**src/rtl/phase_tap_pkg.sv**
```systemverilog
package phase_tap_pkg;
  localparam int CODE_W   = 9;
  localparam int CODE_LIM = 255;

  typedef logic signed [CODE_W-1:0] code_t;
  typedef enum logic [1:0] {ST_IDLE, ST_DIV, ST_FIN} div_st_e;

  function automatic code_t clamp_code(input code_t c);
    if (c < -CODE_LIM) return code_t'(-CODE_LIM);
    return c;
  endfunction
endpackage

```
**src/rtl/phase_code_ctl.sv**
```systemverilog
module phase_code_ctl
  import phase_tap_pkg::*;
#(
  parameter int TAP_W = 8
) (
  input  logic             clk_i,
  input  logic             rst_ni,
  input  logic             busy_i,
  input  logic             mode_var_i,
  input  logic             start_i,
  input  logic             inc_i,
  input  logic             dec_i,
  input  code_t            fixed_code_i,
  input  logic [TAP_W-1:0] tap_ps_i,
  output logic             go_o,
  output code_t            code_o,
  output code_t            code_nx_o
);
  logic [TAP_W-1:0] tap_last_q;
  logic             step, tap_chg;

  assign step    = mode_var_i & (inc_i ^ dec_i);
  assign tap_chg = tap_ps_i != tap_last_q;
  assign go_o    = !busy_i & (start_i | step | tap_chg);

  always_comb begin
    code_nx_o = code_o;
    if (step) begin
      if (inc_i && code_o != code_t'(CODE_LIM))       code_nx_o = code_o + code_t'(1);
      else if (dec_i && code_o != code_t'(-CODE_LIM)) code_nx_o = code_o - code_t'(1);
    end else if (start_i && !mode_var_i) begin
      code_nx_o = clamp_code(fixed_code_i);
    end
  end

  always_ff @(posedge clk_i or negedge rst_ni) begin
    if (!rst_ni) begin
      code_o     <= '0;
      tap_last_q <= '0;
    end else if (go_o) begin
      code_o     <= code_nx_o;
      tap_last_q <= tap_ps_i;
    end
  end

  a_r5_code_range: assert property (@(posedge clk_i) disable iff (!rst_ni)
    code_o <= code_t'(CODE_LIM) && code_o >= code_t'(-CODE_LIM));
  a_r6_code_hold_busy: assert property (@(posedge clk_i) disable iff (!rst_ni)
    busy_i |=> $stable(code_o));
  a_r5_inc_step: assert property (@(posedge clk_i) disable iff (!rst_ni)
    (!busy_i && mode_var_i && inc_i && !dec_i && code_o != code_t'(CODE_LIM))
      |=> code_o == $past(code_o) + code_t'(1));
  a_r4_fixed_no_step: assert property (@(posedge clk_i) disable iff (!rst_ni)
    (!mode_var_i && !start_i) |=> $stable(code_o));
endmodule

```
**src/rtl/tap_divider.sv**
```systemverilog
module tap_divider
  import phase_tap_pkg::*;
#(
  parameter int PER_W    = 16,
  parameter int TAP_W    = 8,
  parameter int CNT_W    = 10,
  parameter int MAX_TAPS = 400
) (
  input  logic                    clk_i,
  input  logic                    rst_ni,
  input  logic                    go_i,
  input  code_t                   code_i,
  input  logic [PER_W-1:0]        period_i,
  input  logic [TAP_W-1:0]        tap_i,
  output logic                    busy_o,
  output logic                    done_o,
  output logic signed [CNT_W-1:0] tap_cnt_o
);
  localparam int NUM_W = PER_W + 8;
  localparam int DEN_W = TAP_W + 8;
  localparam int CYC_W = $clog2(NUM_W);

  div_st_e          st_q;
  logic [NUM_W-1:0] quo_q;
  logic [DEN_W-1:0] rem_q, den_q;
  logic [CYC_W-1:0] cyc_q;
  logic             neg_q;

  logic [7:0]              mag;
  logic [DEN_W:0]          trial;
  logic                    fits, round_up;
  logic [NUM_W:0]          q_rnd, q_sat;
  logic signed [CNT_W-1:0] mag_cnt, result;

  assign mag      = code_i[CODE_W-1] ? 8'(-code_i) : code_i[7:0];
  assign trial    = {rem_q, quo_q[NUM_W-1]};
  assign fits     = trial >= {1'b0, den_q};
  // nearest tap: bump when twice the remainder reaches the divisor
  assign round_up = {rem_q, 1'b0} >= {1'b0, den_q};
  assign q_rnd    = {1'b0, quo_q} + (NUM_W+1)'(round_up);
  assign q_sat    = (q_rnd > (NUM_W+1)'(MAX_TAPS)) ? (NUM_W+1)'(MAX_TAPS) : q_rnd;
  assign mag_cnt  = $signed(CNT_W'(q_sat));
  assign result   = neg_q ? -mag_cnt : mag_cnt;
  assign busy_o   = st_q != ST_IDLE;

  always_ff @(posedge clk_i or negedge rst_ni) begin
    if (!rst_ni) begin
      st_q      <= ST_IDLE;
      quo_q     <= '0;
      rem_q     <= '0;
      den_q     <= '0;
      cyc_q     <= '0;
      neg_q     <= 1'b0;
      done_o    <= 1'b0;
      tap_cnt_o <= '0;
    end else begin
      done_o <= 1'b0;
      unique case (st_q)
        ST_IDLE: if (go_i) begin
          quo_q <= NUM_W'(mag) * NUM_W'(period_i);
          den_q <= {tap_i, 8'h00};
          rem_q <= '0;
          neg_q <= code_i[CODE_W-1];
          cyc_q <= '0;
          st_q  <= ST_DIV;
        end
        ST_DIV: begin
          rem_q <= fits ? DEN_W'(trial - {1'b0, den_q}) : trial[DEN_W-1:0];
          quo_q <= {quo_q[NUM_W-2:0], fits};
          cyc_q <= cyc_q + CYC_W'(1);
          if (cyc_q == CYC_W'(NUM_W-1)) st_q <= ST_FIN;
        end
        ST_FIN: begin
          tap_cnt_o <= result;
          done_o    <= 1'b1;
          st_q      <= ST_IDLE;
        end
        default: st_q <= ST_IDLE;
      endcase
    end
  end

  a_r3_tap_sat: assert property (@(posedge clk_i) disable iff (!rst_ni)
    tap_cnt_o <= MAX_TAPS && tap_cnt_o >= -MAX_TAPS);
  a_r9_done_pulse: assert property (@(posedge clk_i) disable iff (!rst_ni)
    done_o |=> !done_o);
  a_r9_tap_only_on_done: assert property (@(posedge clk_i) disable iff (!rst_ni)
    !done_o |-> $stable(tap_cnt_o));
  a_r2_sign_pos: assert property (@(posedge clk_i) disable iff (!rst_ni)
    (st_q == ST_FIN && !neg_q) |=> tap_cnt_o >= 0);
  a_r6_go_ignored_busy: assert property (@(posedge clk_i) disable iff (!rst_ni)
    (st_q == ST_DIV && cyc_q != CYC_W'(NUM_W-1)) |=> st_q == ST_DIV);
endmodule

```
**src/rtl/phase_tap_sel.sv**
```systemverilog
module phase_tap_sel
  import phase_tap_pkg::*;
#(
  parameter int PER_W    = 16,
  parameter int TAP_W    = 8,
  parameter int CNT_W    = 10,
  parameter int MAX_TAPS = 400
) (
  input  logic                    clk_i,
  input  logic                    rst_ni,
  input  logic                    mode_var_i,
  input  logic signed [8:0]       fixed_code_i,
  input  logic                    start_i,
  input  logic                    inc_i,
  input  logic                    dec_i,
  input  logic [PER_W-1:0]        period_ps_i,
  input  logic [TAP_W-1:0]        tap_ps_i,
  output logic signed [8:0]       code_o,
  output logic signed [CNT_W-1:0] tap_cnt_o,
  output logic                    busy_o,
  output logic                    done_o
);
  logic  go;
  code_t code_nx;

  phase_code_ctl #(.TAP_W(TAP_W)) u_ctl (
    .clk_i       (clk_i),
    .rst_ni      (rst_ni),
    .busy_i      (busy_o),
    .mode_var_i  (mode_var_i),
    .start_i     (start_i),
    .inc_i       (inc_i),
    .dec_i       (dec_i),
    .fixed_code_i(fixed_code_i),
    .tap_ps_i    (tap_ps_i),
    .go_o        (go),
    .code_o      (code_o),
    .code_nx_o   (code_nx)
  );

  tap_divider #(
    .PER_W(PER_W), .TAP_W(TAP_W), .CNT_W(CNT_W), .MAX_TAPS(MAX_TAPS)
  ) u_div (
    .clk_i    (clk_i),
    .rst_ni   (rst_ni),
    .go_i     (go),
    .code_i   (code_nx),
    .period_i (period_ps_i),
    .tap_i    (tap_ps_i),
    .busy_o   (busy_o),
    .done_o   (done_o),
    .tap_cnt_o(tap_cnt_o)
  );
endmodule

```
**config.mk**
```make
export PLATFORM = sky130hd
export DESIGN_NAME = phase_tap_sel
export DESIGN_NICKNAME = d
export VERILOG_FILES = /design/src/rtl/phase_tap_pkg.sv /design/src/rtl/phase_code_ctl.sv /design/src/rtl/tap_divider.sv /design/src/rtl/phase_tap_sel.sv
export SDC_FILE = /design/constraint.sdc
export NUM_CORES = 1
export LEC_CHECK = 0
export ABC_CLOCK_PERIOD_IN_PS = 22500
export BUFFER_PORTS_ARGS = -buffer_cell sky130_fd_sc_hd__buf_4
export CAP_MARGIN = 20
export CORE_MARGIN = 2
export CORE_UTILIZATION = 62
export CTS_BUF_LIST = sky130_fd_sc_hd__clkbuf_16
export DETAILED_ROUTE_END_ITERATION = 10
export GPL_TIMING_DRIVEN = 0
export MAX_ROUTING_LAYER = met4
export PLACE_DENSITY_LB_ADDON = 0.15
export SETUP_SLACK_MARGIN = 0.5
export SLEW_MARGIN = 10
export SYNTH_ARGS = -nofsm -noshare
export SYNTH_HDL_FRONTEND = slang
export SYNTH_SLANG_ARGS = --single-unit
```
**constraint.sdc**
```tcl
create_clock -name clk_i -period 22.5 [get_ports clk_i]
set_input_delay 6.75 -clock clk_i [delete_from_list [all_inputs] [get_ports clk_i]]
set_output_delay 6.75 -clock clk_i [all_outputs]
set_load 0.005 [all_outputs]
```
==> qor.yml <==
layout:
  final_nets: 1346
  layout-drive-gt1-share_pct: 9.01
  final_cells: 1349
  syn_to_final_growth_pct: 10.1
  final_cell_mix: "nand2_1, inv_1, fa_1"
  diodes: 0
  mostFrequentLayoutCell: "nand2_1"
  fillers: 1208
worst_setup_path:
  crit_required_ns: 22.75
  rr_startpoint: "u_ctl.code_o[2]"
  r2r_slack_ns: 13.91
  reg2reg_depth: 32
  critPathSlowestCell: "fa_1"
  r2r-end: "u_div.quo_q[20]"
  slowest_delay_ns: 0.54
  end_kind: "flip-flop"
  crit_arrival_ns: 14.69
  start_kind: "primary input"
  crit_type: "in -> reg"
  crit_fanout: 10
grt:
  antenna_found_initial: 0
  gr-usage-met3_pct: 4.12
  grt.total_usage_pct: 29.2
  gr-usage-met2_pct: 46.6
  overflow: 0
  gr-usage-met1_pct: 39.3
  first_global_vias: 7665
  top_usage_layer: "met2"
  grt_max_degree: 76
  grt_pass1_wl_um: 36600
die:
  die_w_um: 126
  die_h_um: 126
  io_pins: 60
  dieArea_sq_mm: 0.0159
  floorplan.initialDensity_pct: 63.5
  fp.coreArea_sq_mm: 0.0145
  rows: 44
logic_synthesis:
  syn_area_sq_mm: 0.00923
  yosysWarnings: 0
  ys.flop_type: "dfrtp_1"
  avgSynthCellArea_sq_um: 8.43
  yosysUniqueCellTypes: 77
  syn_nets: 1281
  synth-edff-count: 0
  syn_inst: 1095
  synth_seq_cells: 75
  async_reset_ff_share_pct: 100
  yosysSeqAreaShare_pct: 20.3
sta:
  fmax_mhz: 69.3
  finalSetupTns_ns: 0
  fin_ws_ns: 8.07
  setup_viol_count_final: 0
  hold_violations: 0
  post-route-min-period_ns: 14.43
  timing.slew.headroom_pct: 38.8
  worstMarginPinSlew_ns: 0.918
  final-max-slew-violation-count: 0
  fin_crit_sh_pct: 64.1
  rsz0062_at_grt: "false"
  fin_hold_ws_ns: 0.481
  skew_ns: 0.00416
place:
  place.gp.congestion: 0.925
  pre_cts_ws_ns: 7.79
  place_inst: 1333
  io_buffers: 54
  dp_hpwl_um: 17100
cts:
  cts_setup_buffers: 0
  clock_path_buffers: 2
  path_clk_slew_ns: 0.06
  clock_latency_ns: 0.34
  cts_tree: "built"
  cts.htree.levels: 3
  clkSinkCount: 75
  root_buffer: "clkbuf_16"
  postCtsHoldBufs: 0
  cts_buffers: 9
  ctsResizeCount: 0
status:
  status: "completed"
drt:
  vias_per_cell: 5.86
  drc_errors: 0
  first_pass_iters: 5
  drt_iter0_markers: 504
  ant_nets: 0
  via_count: 7911
  totalWireLength_um: 21600
  wl_per_cell_um: 16.0
hold_path:
  worstHoldPathCells: 2
  hold_end: "u_div.tap_cnt_o[6]"
  worstHoldStart: "u_div.tap_cnt_o[6]"
  hold_path_class: "reg -> reg"
flow_run:
  max_cap_viol_count: 0
## registers in the layout (all words and copies together), names as in the netlist
register and flops:
u_div.den_q 5, u_div.done_o 1, u_div.neg_q 1, u_div.cyc_q 5, u_div.tap_cnt_o 10, u_ctl.code_o 8, u_div.rem_q 16, u_div.quo_q 24
u_div.st_q 2, u_ctl.tap_last_q 3
## synth_stat cells (3+ instances only)
cell type	number	area share, %
o211ai_1	4	0.33
mux2i_1	26	2.8
a31oi_1	8	0.54
nor3b_1	4	0.33
nor2_1	48	2.0
nand3_1	32	1.7
xnor2_1	30	2.8
clkbuf_1	30	1.2
nand2_1	148	6.0
o22ai_1	4	0.27
o211a_1	3	0.33
or2_2	3	0.20
nor2b_1	11	0.75
o21a_1	10	0.81
mux2_2	9	1.1
a221o_1	3	0.33
o21ai_0	69	3.7
a21boi_0	3	0.24
a21oi_1	35	1.9
nor3_1	13	0.70
nand3b_1	4	0.33
a21o_1	8	0.65
dfrtp_1	75	20
fa_1	85	18
a221oi_1	4	0.38
nand2b_1	11	0.75
nor4_1	7	0.47
inv_1	140	5.7
or4_1	6	0.49
ha_1	62	8.4
buf_1	7	0.28
o31ai_1	12	0.98
and2_1	73	4.9
xor2_1	16	1.5
nand4_1	12	0.81
and3_1	4	0.27
buf_2	4	0.22
or3_1	7	0.47
a22oi_1	15	1.2
o31a_1	3	0.28
a211oi_1	5	0.41
## area by class of cell
type	count	area (sq um)	area share, %
multi-input combinational	834	6640	65.3
timing repair buffer	54	405	3.99
sequential	75	1880	18.5
tap	184	230	2.27
buffer	45	190	1.87
inverter	141	529	5.21
clock inverter	7	67.6	0.665
clock buffer	9	225	2.22
## routing by layer
| layer | wire (um) | part of all wire [%] |
|---|---|---|
| met1 | 9770 | 45 |
| met2 | 10400 | 48 |
| met3 | 1030 | 4.8 |
| met4 | 438 | 2.0 |
| met5 | 0 | 0 |
## critical path: cells and delay by family
family / cells / cell delay, ns
adders and majority gates: 7 / 2.89
AOI/OAI and AO/OA: 11 / 2.38
buffers and inverters: 7 / 1.03
and+or+nand+nor: 3 / 0.77
xor gates and xnor gates: 1 / 0.50
muxes: 1 / 0.35
## logic make-up (layout without fill, tap and decap cells)
family	Yosys count	after routing	share of synthesized area (%)
adder cells (fa/ha/maj)	147	147	26.8
multiplexers	35	35	3.92
AO/OA/AOI/OAI	209	209	15.0
XOR/XNOR	46	46	4.36
AND/OR/NAND/NOR	397	397	21.7
flip-flops	75	75	20.3
buffers and inverters	186	256	7.79
## metrics by stage
stage	cell area [sq um]	utilization (%)
5_1_grt	10200	69.9
4_1_cts	10200	69.9
6_report	10200	69.9
3_3_place_gp	9870	67.9
2_1_floorplan	9230	-
3_5_place_dp	9870	67.9
## how the worst max path moves through the flow
stage                          startpoint         endpoint  slack, ns  cells past startpoint
final                     fixed_code_i[4]  u_div.quo_q[20]       8.07                     30
after CTS                 fixed_code_i[4]  u_div.quo_q[20]       8.09                     30
after global placement    fixed_code_i[4]  u_div.quo_q[20]       7.84                     30
after detailed placement  fixed_code_i[4]  u_div.quo_q[20]       7.79                     30
after floorplan           fixed_code_i[4]  u_div.quo_q[20]       9.09                     29
after global routing      fixed_code_i[4]  u_div.quo_q[20]       7.44                     30
Power is not shown: default switching activity piles up to over one toggle a cycle in this logic, so the estimate is an artifact.
